[src/rtl/bls_pkg.sv]
package bls_pkg;

    localparam int LANES = 4;

    typedef enum logic [1:0] {
        PH_IDLE = 2'd0,
        PH_ADDR = 2'd1,
        PH_DATA = 2'd2,
        PH_HOLD = 2'd3
    } phase_e;

    typedef enum logic [1:0] {
        RW_8    = 2'b00,
        RW_16   = 2'b01,
        RW_32   = 2'b10,
        RW_HALT = 2'b11
    } rwidth_e;

    // log2 of the bus word size in bytes for a region width
    function automatic logic [1:0] width_shift(rwidth_e w);
        case (w)
            RW_8:    width_shift = 2'd0;
            RW_16:   width_shift = 2'd1;
            default: width_shift = 2'd2;
        endcase
    endfunction

endpackage

[src/rtl/bls_split_plan.sv]
// Sizes the next piece of a request: byte length, beat count and the number
// of bytes that land in the first bus word.
module bls_split_plan
    import bls_pkg::*;
#(
    parameter int CNT_W     = 5,
    parameter int BURST_MAX = 4,
    parameter int BLK_W     = $clog2(BURST_MAX * 4)
) (
    input  logic [BLK_W-1:0]                 addr_lo,
    input  logic [CNT_W-1:0]                 rem,
    input  rwidth_e                          width,
    output logic [CNT_W-1:0]                 len,
    output logic [$clog2(BURST_MAX+1)-1:0]   beats,
    output logic [2:0]                       first_cnt
);

    localparam int BEAT_W    = $clog2(BURST_MAX + 1);
    localparam int BLK_BYTES = 1 << BLK_W;
    localparam int CW        = ((CNT_W > BLK_W) ? CNT_W : BLK_W) + 2;

    logic [1:0]    sh;
    logic [CW-1:0] wb, off, rem_c, head, words, room, k;
    logic [CW-1:0] len_c, beats_c, cnt_c;

    always_comb begin
        sh    = width_shift(width);
        wb    = CW'(1) << sh;
        off   = CW'(addr_lo[1:0]) & (wb - CW'(1));
        rem_c = CW'(rem);
        head  = wb - off;
        words = rem_c >> sh;
        room  = (CW'(BLK_BYTES) - CW'(addr_lo)) >> sh;
        k     = words;
        if (room < k)             k = room;
        if (CW'(BURST_MAX) < k)   k = CW'(BURST_MAX);

        if (off != '0 || rem_c < wb) begin
            len_c   = (rem_c < head) ? rem_c : head;
            beats_c = CW'(1);
            cnt_c   = len_c;
        end else begin
            len_c   = k << sh;
            beats_c = k;
            cnt_c   = wb;
        end
    end

    assign len       = len_c[CNT_W-1:0];
    assign beats     = beats_c[BEAT_W-1:0];
    assign first_cnt = cnt_c[2:0];

endmodule

[src/rtl/bls_lane_enc.sv]
// Maps start offset, byte count and region width onto the four lane outputs.
module bls_lane_enc
    import bls_pkg::*;
(
    input  rwidth_e          width,
    input  logic [1:0]       addr_lo,
    input  logic [2:0]       cnt,
    output logic [LANES-1:0] lane_n
);

    logic [LANES-1:0] en32;
    logic             lo16_en, hi16_en;

    for (genvar i = 0; i < LANES; i++) begin : g_lane
        assign en32[i] = (3'(i) >= {1'b0, addr_lo}) &&
                         (3'(i) <  ({1'b0, addr_lo} + cnt));
    end

    assign lo16_en = ~addr_lo[0];
    assign hi16_en = addr_lo[0] | (cnt >= 3'd2);

    always_comb begin
        case (width)
            RW_8:    lane_n = {2'b11, addr_lo[1], addr_lo[0]};
            RW_16:   lane_n = {~hi16_en, 1'b1, addr_lo[1], ~lo16_en};
            default: lane_n = ~en32;
        endcase
    end

endmodule

[src/rtl/bus_lane_seq.sv]
module bus_lane_seq
    import bls_pkg::*;
#(
    parameter int ADDR_W    = 32,
    parameter int MAX_BYTES = 16,
    parameter int BURST_MAX = 4
) (
    input  logic                       clk,
    input  logic                       rst_n,
    input  logic                       req_valid,
    output logic                       req_ready,
    input  logic [ADDR_W-1:0]          req_addr,
    input  logic [$clog2(MAX_BYTES+1)-1:0] req_nbytes,
    input  logic [1:0]                 req_width,
    input  logic                       req_write,
    input  logic                       req_data,
    input  logic                       cpu_halted,
    input  logic                       hold_req,
    output logic                       hold_ack,
    output logic                       addr_phase,
    output logic                       data_phase,
    output logic                       burst_last,
    output logic [ADDR_W-1:2]          bus_addr,
    output logic [3:0]                 lane_n,
    output logic [1:0]                 width_o,
    output logic                       width_oe,
    output logic                       dir_o,
    output logic                       dc_o
);

    localparam int CNT_W  = $clog2(MAX_BYTES + 1);
    localparam int BEAT_W = $clog2(BURST_MAX + 1);
    localparam int BLK_W  = $clog2(BURST_MAX * 4);

    typedef struct packed {
        phase_e              phase;
        logic [ADDR_W-1:0]   cur;
        logic [CNT_W-1:0]    rem;
        logic [CNT_W-1:0]    len;
        logic [BEAT_W-1:0]   beats;
        rwidth_e             width;
        logic                write;
        logic                data;
        logic [LANES-1:0]    lanes;
    } seq_t;

    localparam seq_t SEQ_RST = '{
        phase: PH_IDLE, cur: '0, rem: '0, len: '0, beats: '0,
        width: RW_32, write: 1'b0, data: 1'b0, lanes: '1
    };

    seq_t st_q, st_d;

    // ---------------- piece planning ----------------
    logic [ADDR_W-1:0] adv_cur, plan_addr;
    logic [CNT_W-1:0]  adv_rem, plan_rem, plan_len;
    rwidth_e           req_w, plan_width;
    logic [BEAT_W-1:0] plan_beats;
    logic [2:0]        plan_cnt;
    logic [LANES-1:0]  plan_lanes;

    assign adv_cur = st_q.cur + ADDR_W'(st_q.len);
    assign adv_rem = st_q.rem - st_q.len;
    assign req_w   = (req_width == RW_HALT) ? RW_32 : rwidth_e'(req_width);

    always_comb begin
        case (st_q.phase)
            PH_IDLE: begin
                plan_addr  = req_addr;
                plan_rem   = req_nbytes;
                plan_width = req_w;
            end
            PH_DATA: begin
                plan_addr  = adv_cur;
                plan_rem   = adv_rem;
                plan_width = st_q.width;
            end
            default: begin
                plan_addr  = st_q.cur;
                plan_rem   = st_q.rem;
                plan_width = st_q.width;
            end
        endcase
    end

    bls_split_plan #(
        .CNT_W     (CNT_W),
        .BURST_MAX (BURST_MAX),
        .BLK_W     (BLK_W)
    ) plan_i (
        .addr_lo   (plan_addr[BLK_W-1:0]),
        .rem       (plan_rem),
        .width     (plan_width),
        .len       (plan_len),
        .beats     (plan_beats),
        .first_cnt (plan_cnt)
    );

    bls_lane_enc lane_i (
        .width   (plan_width),
        .addr_lo (plan_addr[1:0]),
        .cnt     (plan_cnt),
        .lane_n  (plan_lanes)
    );

    // ---------------- next-state ----------------
    always_comb begin
        st_d = st_q;
        case (st_q.phase)
            PH_IDLE: begin
                if (hold_req) begin
                    st_d.phase = PH_HOLD;
                end else if (req_valid && req_nbytes != '0) begin
                    st_d.phase = PH_ADDR;
                    st_d.cur   = req_addr;
                    st_d.rem   = req_nbytes;
                    st_d.width = req_w;
                    st_d.write = req_write;
                    st_d.data  = req_data;
                    st_d.len   = plan_len;
                    st_d.beats = plan_beats;
                    st_d.lanes = plan_lanes;
                end
            end
            PH_ADDR: begin
                st_d.phase = PH_DATA;
            end
            PH_DATA: begin
                if (st_q.beats == BEAT_W'(1)) begin
                    st_d.cur = adv_cur;
                    st_d.rem = adv_rem;
                    if (hold_req) begin
                        st_d.phase = PH_HOLD;
                    end else if (adv_rem != '0) begin
                        st_d.phase = PH_ADDR;
                        st_d.len   = plan_len;
                        st_d.beats = plan_beats;
                        st_d.lanes = plan_lanes;
                    end else begin
                        st_d.phase = PH_IDLE;
                    end
                end else begin
                    st_d.beats = st_q.beats - BEAT_W'(1);
                end
            end
            default: begin
                if (!hold_req) begin
                    if (st_q.rem != '0) begin
                        st_d.phase = PH_ADDR;
                        st_d.len   = plan_len;
                        st_d.beats = plan_beats;
                        st_d.lanes = plan_lanes;
                    end else begin
                        st_d.phase = PH_IDLE;
                    end
                end
            end
        endcase
    end

    always_ff @(posedge clk or negedge rst_n) begin
        if (!rst_n) st_q <= SEQ_RST;
        else        st_q <= st_d;
    end

    // ---------------- outputs ----------------
    logic active;
    assign active     = (st_q.phase == PH_ADDR) || (st_q.phase == PH_DATA);
    assign addr_phase = (st_q.phase == PH_ADDR);
    assign data_phase = (st_q.phase == PH_DATA);
    assign burst_last = data_phase && (st_q.beats == BEAT_W'(1));
    assign hold_ack   = (st_q.phase == PH_HOLD);
    assign req_ready  = (st_q.phase == PH_IDLE) && !hold_req;
    assign lane_n     = active ? st_q.lanes : '1;
    assign dir_o      = active & st_q.write;
    assign dc_o       = active & st_q.data;
    assign bus_addr   = addr_phase ? st_q.cur[ADDR_W-1:2] : '0;
    assign width_oe   = !hold_ack;
    assign width_o    = (st_q.phase == PH_IDLE && cpu_halted) ? RW_HALT :
                        hold_ack ? 2'b00 : st_q.width;

    // ---------------- assertions ----------------
    p_addr_to_data_r7: assert property (@(posedge clk) disable iff (!rst_n)
        addr_phase |=> data_phase);

    p_burst_cont_r7: assert property (@(posedge clk) disable iff (!rst_n)
        (data_phase && !burst_last) |=> data_phase);

    p_attr_stable_r8: assert property (@(posedge clk) disable iff (!rst_n)
        data_phase |-> ($stable(lane_n) && $stable(dir_o) && $stable(dc_o)));

    p_beats_cap_r6: assert property (@(posedge clk) disable iff (!rst_n)
        addr_phase |-> (st_q.beats != '0 && st_q.beats <= BEAT_W'(BURST_MAX)));

    p_lane16_r3: assert property (@(posedge clk) disable iff (!rst_n)
        (addr_phase && width_o == 2'b01) |-> lane_n[2]);

    p_lane8_r4: assert property (@(posedge clk) disable iff (!rst_n)
        (addr_phase && width_o == 2'b00) |-> (lane_n[3:2] == 2'b11));

    p_hold_quiet_r10: assert property (@(posedge clk) disable iff (!rst_n)
        hold_ack |-> (!width_oe && lane_n == 4'hF && !addr_phase && !data_phase));

    p_hold_entry_r10: assert property (@(posedge clk) disable iff (!rst_n)
        $rose(hold_ack) |-> ($past(burst_last) || !$past(addr_phase || data_phase)));

    p_ready_busy_r11: assert property (@(posedge clk) disable iff (!rst_n)
        (addr_phase || data_phase || hold_ack) |-> !req_ready);

endmodule

[config.mk]
export PLATFORM = sky130hd
export DESIGN_NAME = bus_lane_seq
export DESIGN_NICKNAME = d
export VERILOG_FILES = /design/src/rtl/bls_pkg.sv /design/src/rtl/bls_split_plan.sv /design/src/rtl/bls_lane_enc.sv /design/src/rtl/bus_lane_seq.sv
export SDC_FILE = /design/constraint.sdc
export NUM_CORES = 1
export LEC_CHECK = 0
export CAP_MARGIN = 20
export CORE_MARGIN = 2
export CORE_UTILIZATION = 55
export CTS_BUF_LIST = sky130_fd_sc_hd__clkbuf_8
export DETAILED_ROUTE_END_ITERATION = 8
export GPL_TIMING_DRIVEN = 0
export PLACE_DENSITY = 0.91
export SLEW_MARGIN = 0
export SYNTH_ARGS = -nofsm -noshare
export SYNTH_HDL_FRONTEND = slang
export SYNTH_HIERARCHICAL = 1
export SYNTH_SLANG_ARGS = --single-unit
[constraint.sdc]
create_clock -name clk -period 6.95 [get_ports clk]
set_clock_uncertainty 0.15 [all_clocks]
set_input_delay 1.39 -clock clk [delete_from_list [all_inputs] [get_ports clk]]
set_output_delay 1.39 -clock clk [all_outputs]
set_load 0.03 [all_outputs]
Word level (Yosys, flattened, before mapping)
Cells that the tools add are included.
{"block": "totals", "elab_cells": 117, "output_inout_bits": 44, "in_bits": 46, "reg_bits": 55}
{"block": "op_classes", "bitwise": 8, "n_eq_ne": 15, "n_shift": 4, "muxes": 38, "add_sub_neg": 7, "n_reduce_logical": 24, "magnitude_cmp": 12}
{"cell": "case mux 37 bit (2 select lines)", "n": 1}
{"cell": "2-to-1 mux 55 bit", "n": 1}
{"cell": "2-to-1 mux 53 bit", "n": 1}
{"cell": "2-to-1 mux 44 bit", "n": 1}
{"cell": "adder 32 x 5 -> 32 bit", "n": 1}
{"cell": "2-to-1 mux 8 bit", "n": 4}
{"cell": "2-to-1 mux 30 bit", "n": 1}
{"cell": "2-to-1 mux 4 bit", "n": 6}
{"cell": "case mux 8 bit (3 select lines)", "n": 1}
{"cell": "case mux 4 bit (2 select lines)", "n": 2}
{"cell": "nonzero test 5 bit", "n": 3}
{"cell": "less-than comparator 5 x 7 -> 1 bit", "n": 2}
{"cell": "2-to-1 mux 2 bit", "n": 7}
{"cell": "2-to-1 mux 7 bit", "n": 2}
{"cell": "case mux 4 bit (3 select lines)", "n": 1}
{"cell": "2-to-1 mux 5 bit", "n": 2}
{"cell": "case mux 5 bit (2 select lines)", "n": 1}
{"cell": "2-to-1 mux 3 bit", "n": 3}
{"cell": "AND 2 x 7 -> 7 bit", "n": 1}
{"cell": "logical AND 1 bit", "n": 7}
{"cell": "less-than comparator 3 x 7 -> 1 bit, first input constant", "n": 1}
{"cell": "less-than comparator 7 bit", "n": 1}
{"cell": "AND reduction 7 bit", "n": 1}
{"cell": "nonzero test 7 bit", "n": 1}
{"cell": "38 further kinds", "n": 56}

Depth between registers and ports, before layout
{"block": "depth", "depth_word": 21, "depth_mapped": 28, "ltp_nobuf": 25}

Cells and area by module
The synthesis kept the hierarchy.
{"module": "bus_lane_seq", "area_per_inst_um2": 4068.9, "cells_each": 477, "seq_area_each_um2": 1382.6, "n_inst": 1}
{"module": "bls_split_plan", "area_per_inst_um2": 904.6, "cells_each": 132, "seq_area_each_um2": 0.0, "n_inst": 1}
{"module": "bls_lane_enc", "area_per_inst_um2": 110.1, "cells_each": 15, "seq_area_each_um2": 0.0, "n_inst": 1}

Least setup slack after synthesis
Ideal clock, no wire load.
{"block": "synth_path", "path_type": "input to register", "start": "input port req_width[1]", "end": "register st_q[2] (netlist bit)", "cell_stages": 22, "setup_time_ns": 0.082, "slack_ns": 1.215, "arrival_ns": 5.503, "n_path_buf": 2, "required_ns": 6.718, "cell_sequence": "nand2_1 -> o21ai_0 -> buf_4 -> clkbuf_1 -> nand2_1 -> and2_1 -> ha_1 -> nor2_1 -> nor2_1 -> ha_1 -> o21ai_0 -> a21oi_1 -> o211ai_1 -> a21oi_1 -> mux2i_1 -> mux2i_1 -> fa_1 -> xor2_1 -> a21oi_1 -> a211o_1 -> nor2b_1 -> mux2_2"}
{"block": "synth_via", "elab_chain_len": 21, "word_cells_on_any_way": 29, "classes_between": "add/sub (3); order compare (3); eq/ne (2); shift (1); mux (14); bitwise (2); reduce/logical (4)"}
{"item": "start, declared", "line_no": "bus_lane_seq.sv:14", "rtl": "input logic [1:0] req_width,"}
{"item": "equality test 2 bit", "line_no": "bus_lane_seq.sv:64", "rtl": "assign req_w = (req_width == RW_HALT) ? RW_32 : rwidth_e'(req_width);"}
{"item": "2-to-1 mux 2 bit (*)", "line_no": "bus_lane_seq.sv:64"}
{"item": "2-to-1 mux 2 bit (*)", "line_no": "bus_lane_seq.sv:67", "rtl": "case (st_q.phase)"}
{"item": "named net plan_width[1]", "line_no": "bus_lane_seq.sv:57", "rtl": "rwidth_e req_w, plan_width;"}
{"item": "equality test 2 x 1 -> 1 bit or zero test 2 bit (tied branches)", "line_no": "bls_pkg.sv:21", "rtl": "case (w)"}
{"item": "case mux 2 bit (2 select lines) (*)", "line_no": "bls_pkg.sv:21"}
{"item": "<< shifter 1 x 2 -> 7 bit (*)", "line_no": "bls_split_plan.sv:28", "rtl": "wb = CW'(1) << sh;"}
{"item": "subtractor 7 x 1 -> 7 bit", "line_no": "bls_split_plan.sv:29", "rtl": "off = CW'(addr_lo[1:0]) & (wb - CW'(1));"}
{"item": "(+5 left out)"}
{"item": "named net plan_cnt[1]", "line_no": "bus_lane_seq.sv:59", "rtl": "logic [2:0] plan_cnt;"}
{"item": "(+2 left out)"}
{"item": "logical AND 1 bit (*)", "line_no": "bls_lane_enc.sv:15", "rtl": "assign en32[i] = (3'(i) >= {1'b0, addr_lo}) &&"}
{"item": "NOT 4 bit (*)", "line_no": "bls_lane_enc.sv:26", "rtl": "default: lane_n = ~en32;"}
{"item": "case mux 4 bit (2 select lines) (*)", "line_no": "bls_lane_enc.sv:23", "rtl": "case (width)"}
{"item": "named net plan_lanes[2]", "line_no": "bus_lane_seq.sv:60", "rtl": "logic [LANES-1:0] plan_lanes;"}
{"item": "2-to-1 mux 4 bit", "line_no": "bus_lane_seq.sv:134", "rtl": "end else if (adv_rem != '0) begin"}
{"item": "2-to-1 mux 4 bit", "line_no": "bus_lane_seq.sv:132", "rtl": "if (hold_req) begin"}
{"item": "2-to-1 mux 4 bit", "line_no": "bus_lane_seq.sv:129", "rtl": "if (st_q.beats == BEAT_W'(1)) begin"}
{"item": "case mux 4 bit (3 select lines) (*)", "line_no": "bus_lane_seq.sv:109", "rtl": "case (st_q.phase)"}
{"item": "end signal, assigned", "line_no": "bus_lane_seq.sv:163", "rtl": "else st_q <= st_d;"}
{"item": "end, declared", "line_no": "bus_lane_seq.sv:52", "rtl": "seq_t st_q, st_d;"}
The timed path passes the listed nets; every way through them passes the cells marked *. The select of a mux whose other input is x is not followed.
A chain may end at the register's enable or synchronous reset.

Final worst setup path
Ends and elaborated chain as after synthesis.

==> key figures <==
Setup path
  – Critical path cell sequence: clkdlybuf4s50_1 -> nand2_1 -> o21ai_1 -> buf_4 -> clkbuf_2 -> nand2_1 -> and2_1 -> ha_1 -> nor2_1 -> nor2_1 -> ha_1 -> o21ai_0 -> a21oi_1 -> o211ai_1 -> a21oi_2 -> mux2i_1 -> mux2i_1 -> fa_1 -> xor2_1 -> a21oi_1 -> a211o_1 -> nor2b_1 -> mux2_2
  – CP max stage delay: 0.52 ns
  – Critical Path RT: 7.05 ns
  – Element type at the critical path end: flip-flop
  – WP data arrival: 6.57 ns
  – Crit Path Max Fanout: 10
  – Crit path launch type: primary input
  – Critical path type: primary input to flip-flop
  – Max stage delay cell, worst path: clkdlybuf4s50_1

CTS
  – Clock latency on the worst-skew pair: 0.33 ns
  – CTS buffer count: 5
  – CTS Hold Buffers Added: 0
  – H-tree levels: 2
  – Root buffer cell: clkbuf_8
  – CTS tree: done
  – Clk slew on worst S/H paths: 0.10 ns
  – CTS max path bufs: 2
  – Number of clock sinks: 55

Logic synthesis
  – Top_reg_cell synth: dfrtp_1
  – Post-synthesis adder-cell area fraction: 8.32%
  – Synth Instances: 624
  – Register area share after synthesis: 27.2%
  – Post-synthesis mux area share: 7.75%
  – Synthesized Nets: 702
  – Simple-Gate Fraction of Synth Area: 23.4%
  – #FFs+latches synth: 55
  – Xor/xnor share of the synthesized area: 1.65%
  – EDFF count, synth: 0
  – Synth Cell Area: 5080 sq um
  – Post-synth ARST share: 100%
  – Warnings from Yosys: 6
  – Library cells used by synthesis: 80
  – Syn_area_per_cell: 8.15 sq um
  – Compound-Gate Fraction of Synth Area: 26.0%
  – Combinational family with the most area after synthesis: compound AO/OA/AOI/OAI gates

Drt
  – Wire per inst: 19.1 um
  – Final WL: 15900 um
  – Routed Antenna Nets: 0
  – Drt initial violations: 437
  – Vias per cell: 6.48
  – Post-route DRC: 0
  – Vias: 5410
  – Pre-Repair DR Iteration Count: 6

Die
  – Boundary pin count: 90
  – Full die area: 10000 sq um
  – CORE AREA: 9110 sq um
  – Initial Util: 55.8%
  – Die height: 100 um
  – Die W: 100 um
  – Num rows: 35

Timing
  – Final Cycle Share: 93.1%
  – Worst Hold Margin: 0.360 ns
  – Fmax: 0.155 GHz
  – Final Setup Violations: 0
  – Setup TNS Final: 0 ns
  – Hold Violations, Final: 0
  – Max_slew headroom: 19.3%
  – Fin crit period: 6.47 ns
  – Final max-slew violation count: 0
  – Worst Tran Pin Value: 1.20 ns
  – RSZ-0062 raised after global routing: no

Final layout
  – Most frequent cells in the layout: clkdlybuf4s50_1 (88), nor2_1 (58), nand2_1 (56)
  – N_diodes: 0
  – Sequential cell area: 1380 sq um
  – Multi-input gate area: 3420 sq um
  – Largest register FFs: 55
  – Biggest regs: st_q: 55 flops
  – Fillers: 740
  – Most flops, register: st_q
  – Area Growth Syn to Fin: 22.8%
  – Commonest non-fill, non-tap cell in the layout: clkdlybuf4s50_1
  – Layout cells sized above 1: 8.70%
  – Nets@finish: 801

Global routing
  – Initial antenna violation count: 0
  – Global-route wire length before repair: 25700 um
  – Largest net degree at the start of global routing: 36
  – Grt total ovfl: 0
  – Number of global-route vias before repair: 5152
  – Total Routing Usage GR: 32.1%

Placement
  – # port buffers: 89
  – GP Congestion: 0.998
  – Final HPWL DP: 12000 um

Hold path
  – Worst min-delay path class: flip-flop to flip-flop

Job
  – Max-Cap Viols: 0

Outcome
  – Outcome: finished, final reports clean
-- kinds of logic (layout without fill, tap and decap cells) --
kind of cell | Yosys count | after routing
AOI/OAI and AO/OA | 187 | 187
other | 1 | 1
xor gates and xnor gates | 8 | 8
buffers and inverters | 66 | 166
muxes | 38 | 38
and+or+nand+nor | 237 | 237
adders and majority gates | 32 | 32
DFF | 55 | 55
-- stage by stage --
step	setup slack, ns	utilization [%]	instance area, sq um	instances
2_1_floorplan	1.21	-	5080	624
3_3_place_gp	0.0852	67.1	6110	824
3_5_place_dp	-0.125	67.4	6140	826
4_1_cts	0.0722	68.4	6230	834
5_1_grt	0.100	68.6	6240	835
6_report	0.478	68.6	6240	835
-- routing by layer --
| layer | track usage, % | wire length, um | share of wire [%] | vias up |
|---|---|---|---|---|
| met5 | 0 | 0 | 0 | - |
| met4 | 17.3 | 726 | 4.6 | 0 |
| met3 | 5.50 | 1250 | 7.9 | 56 |
| met2 | 51.1 | 7580 | 48 | 324 |
| met1 | 41.7 | 6350 | 40 | 2539 |
| li1 | - | - | - | 2491 |
-- layout make-up --
cell class | instances | area share (%)
buffer | 30 | 2.40
multi-input combinational | 503 | 54.8
inverter | 35 | 2.10
clock inverter | 2 | 0.200
sequential | 55 | 22.1
clock buffer | 6 | 1.32
tap | 111 | 2.22
timing repair buffer | 93 | 14.8
-- cell usage after synthesis, types with 3 or more instances --
cell type / count / area share [%]
mux2_2: 11 / 2.4
buf_4: 4 / 0.59
nor3_1: 24 / 2.4
nand3_1: 10 / 0.98
o211ai_1: 7 / 1.0
xnor2_1: 3 / 0.52
nand2_1: 56 / 4.1
a221oi_1: 3 / 0.52
a221o_1: 8 / 1.6
o311ai_0: 3 / 0.52
a21o_1: 3 / 0.44
a22o_1: 3 / 0.52
xor2_1: 4 / 0.69
dfstp_2: 5 / 2.6
fa_1: 3 / 1.2
o21a_1: 4 / 0.59
or3_1: 5 / 0.62
nor4b_1: 4 / 0.69
a31oi_1: 4 / 0.49
inv_1: 34 / 2.5
ha_1: 29 / 7.1
clkbuf_1: 13 / 0.96
a21oi_1: 31 / 3.1
mux2i_1: 27 / 5.3
buf_2: 10 / 0.98
nor2_1: 58 / 4.3
o22ai_1: 3 / 0.37
a22oi_1: 28 / 4.1
nand4_1: 6 / 0.74
o221ai_1: 3 / 0.52
dfrtp_1: 50 / 25
or4_1: 4 / 0.59
o21ai_0: 55 / 5.4
and2_1: 35 / 4.3
a211oi_1: 4 / 0.59
nand2b_1: 6 / 0.74
nor2b_1: 8 / 0.98
-- what timing repair did --
| action | CTS | global route |
|---|---|---|
| gates resized for setup | 0 | 4 |
| buffers inserted | 0 | 0 |
| endpoints found under the setup margin | 0 | 4 |
-- worst max-delay path, delay by kind of cell --
kind | cells | cell delay, ns
AO/OA/AOI/OAI | 7 | 1.33
XOR/XNOR | 1 | 0.26
adder cells (fa/ha/maj) | 3 | 0.93
buffers and inverters | 3 | 1.06
multiplexers | 3 | 0.77
AND/OR/NAND/NOR | 6 | 0.83
-- worst paths after layout --
kind	start	endpoint	slack [ns]	depth (start not counted)
max	req_width[1]	st_q[2]	0.48	23
min	st_q[5]	st_q[5]	0.36	1
max reg2reg	st_q[53]	st_q[2]	0.67	24
min reg2reg	st_q[5]	st_q[5]	0.36	1
max in group asynchronous	rst_n	st_q[2]	5.12	2
min in group asynchronous	rst_n	st_q[53]	0.86	1
Power is not shown: default switching activity piles up to over one toggle a cycle in this logic, so the estimate is an artifact.
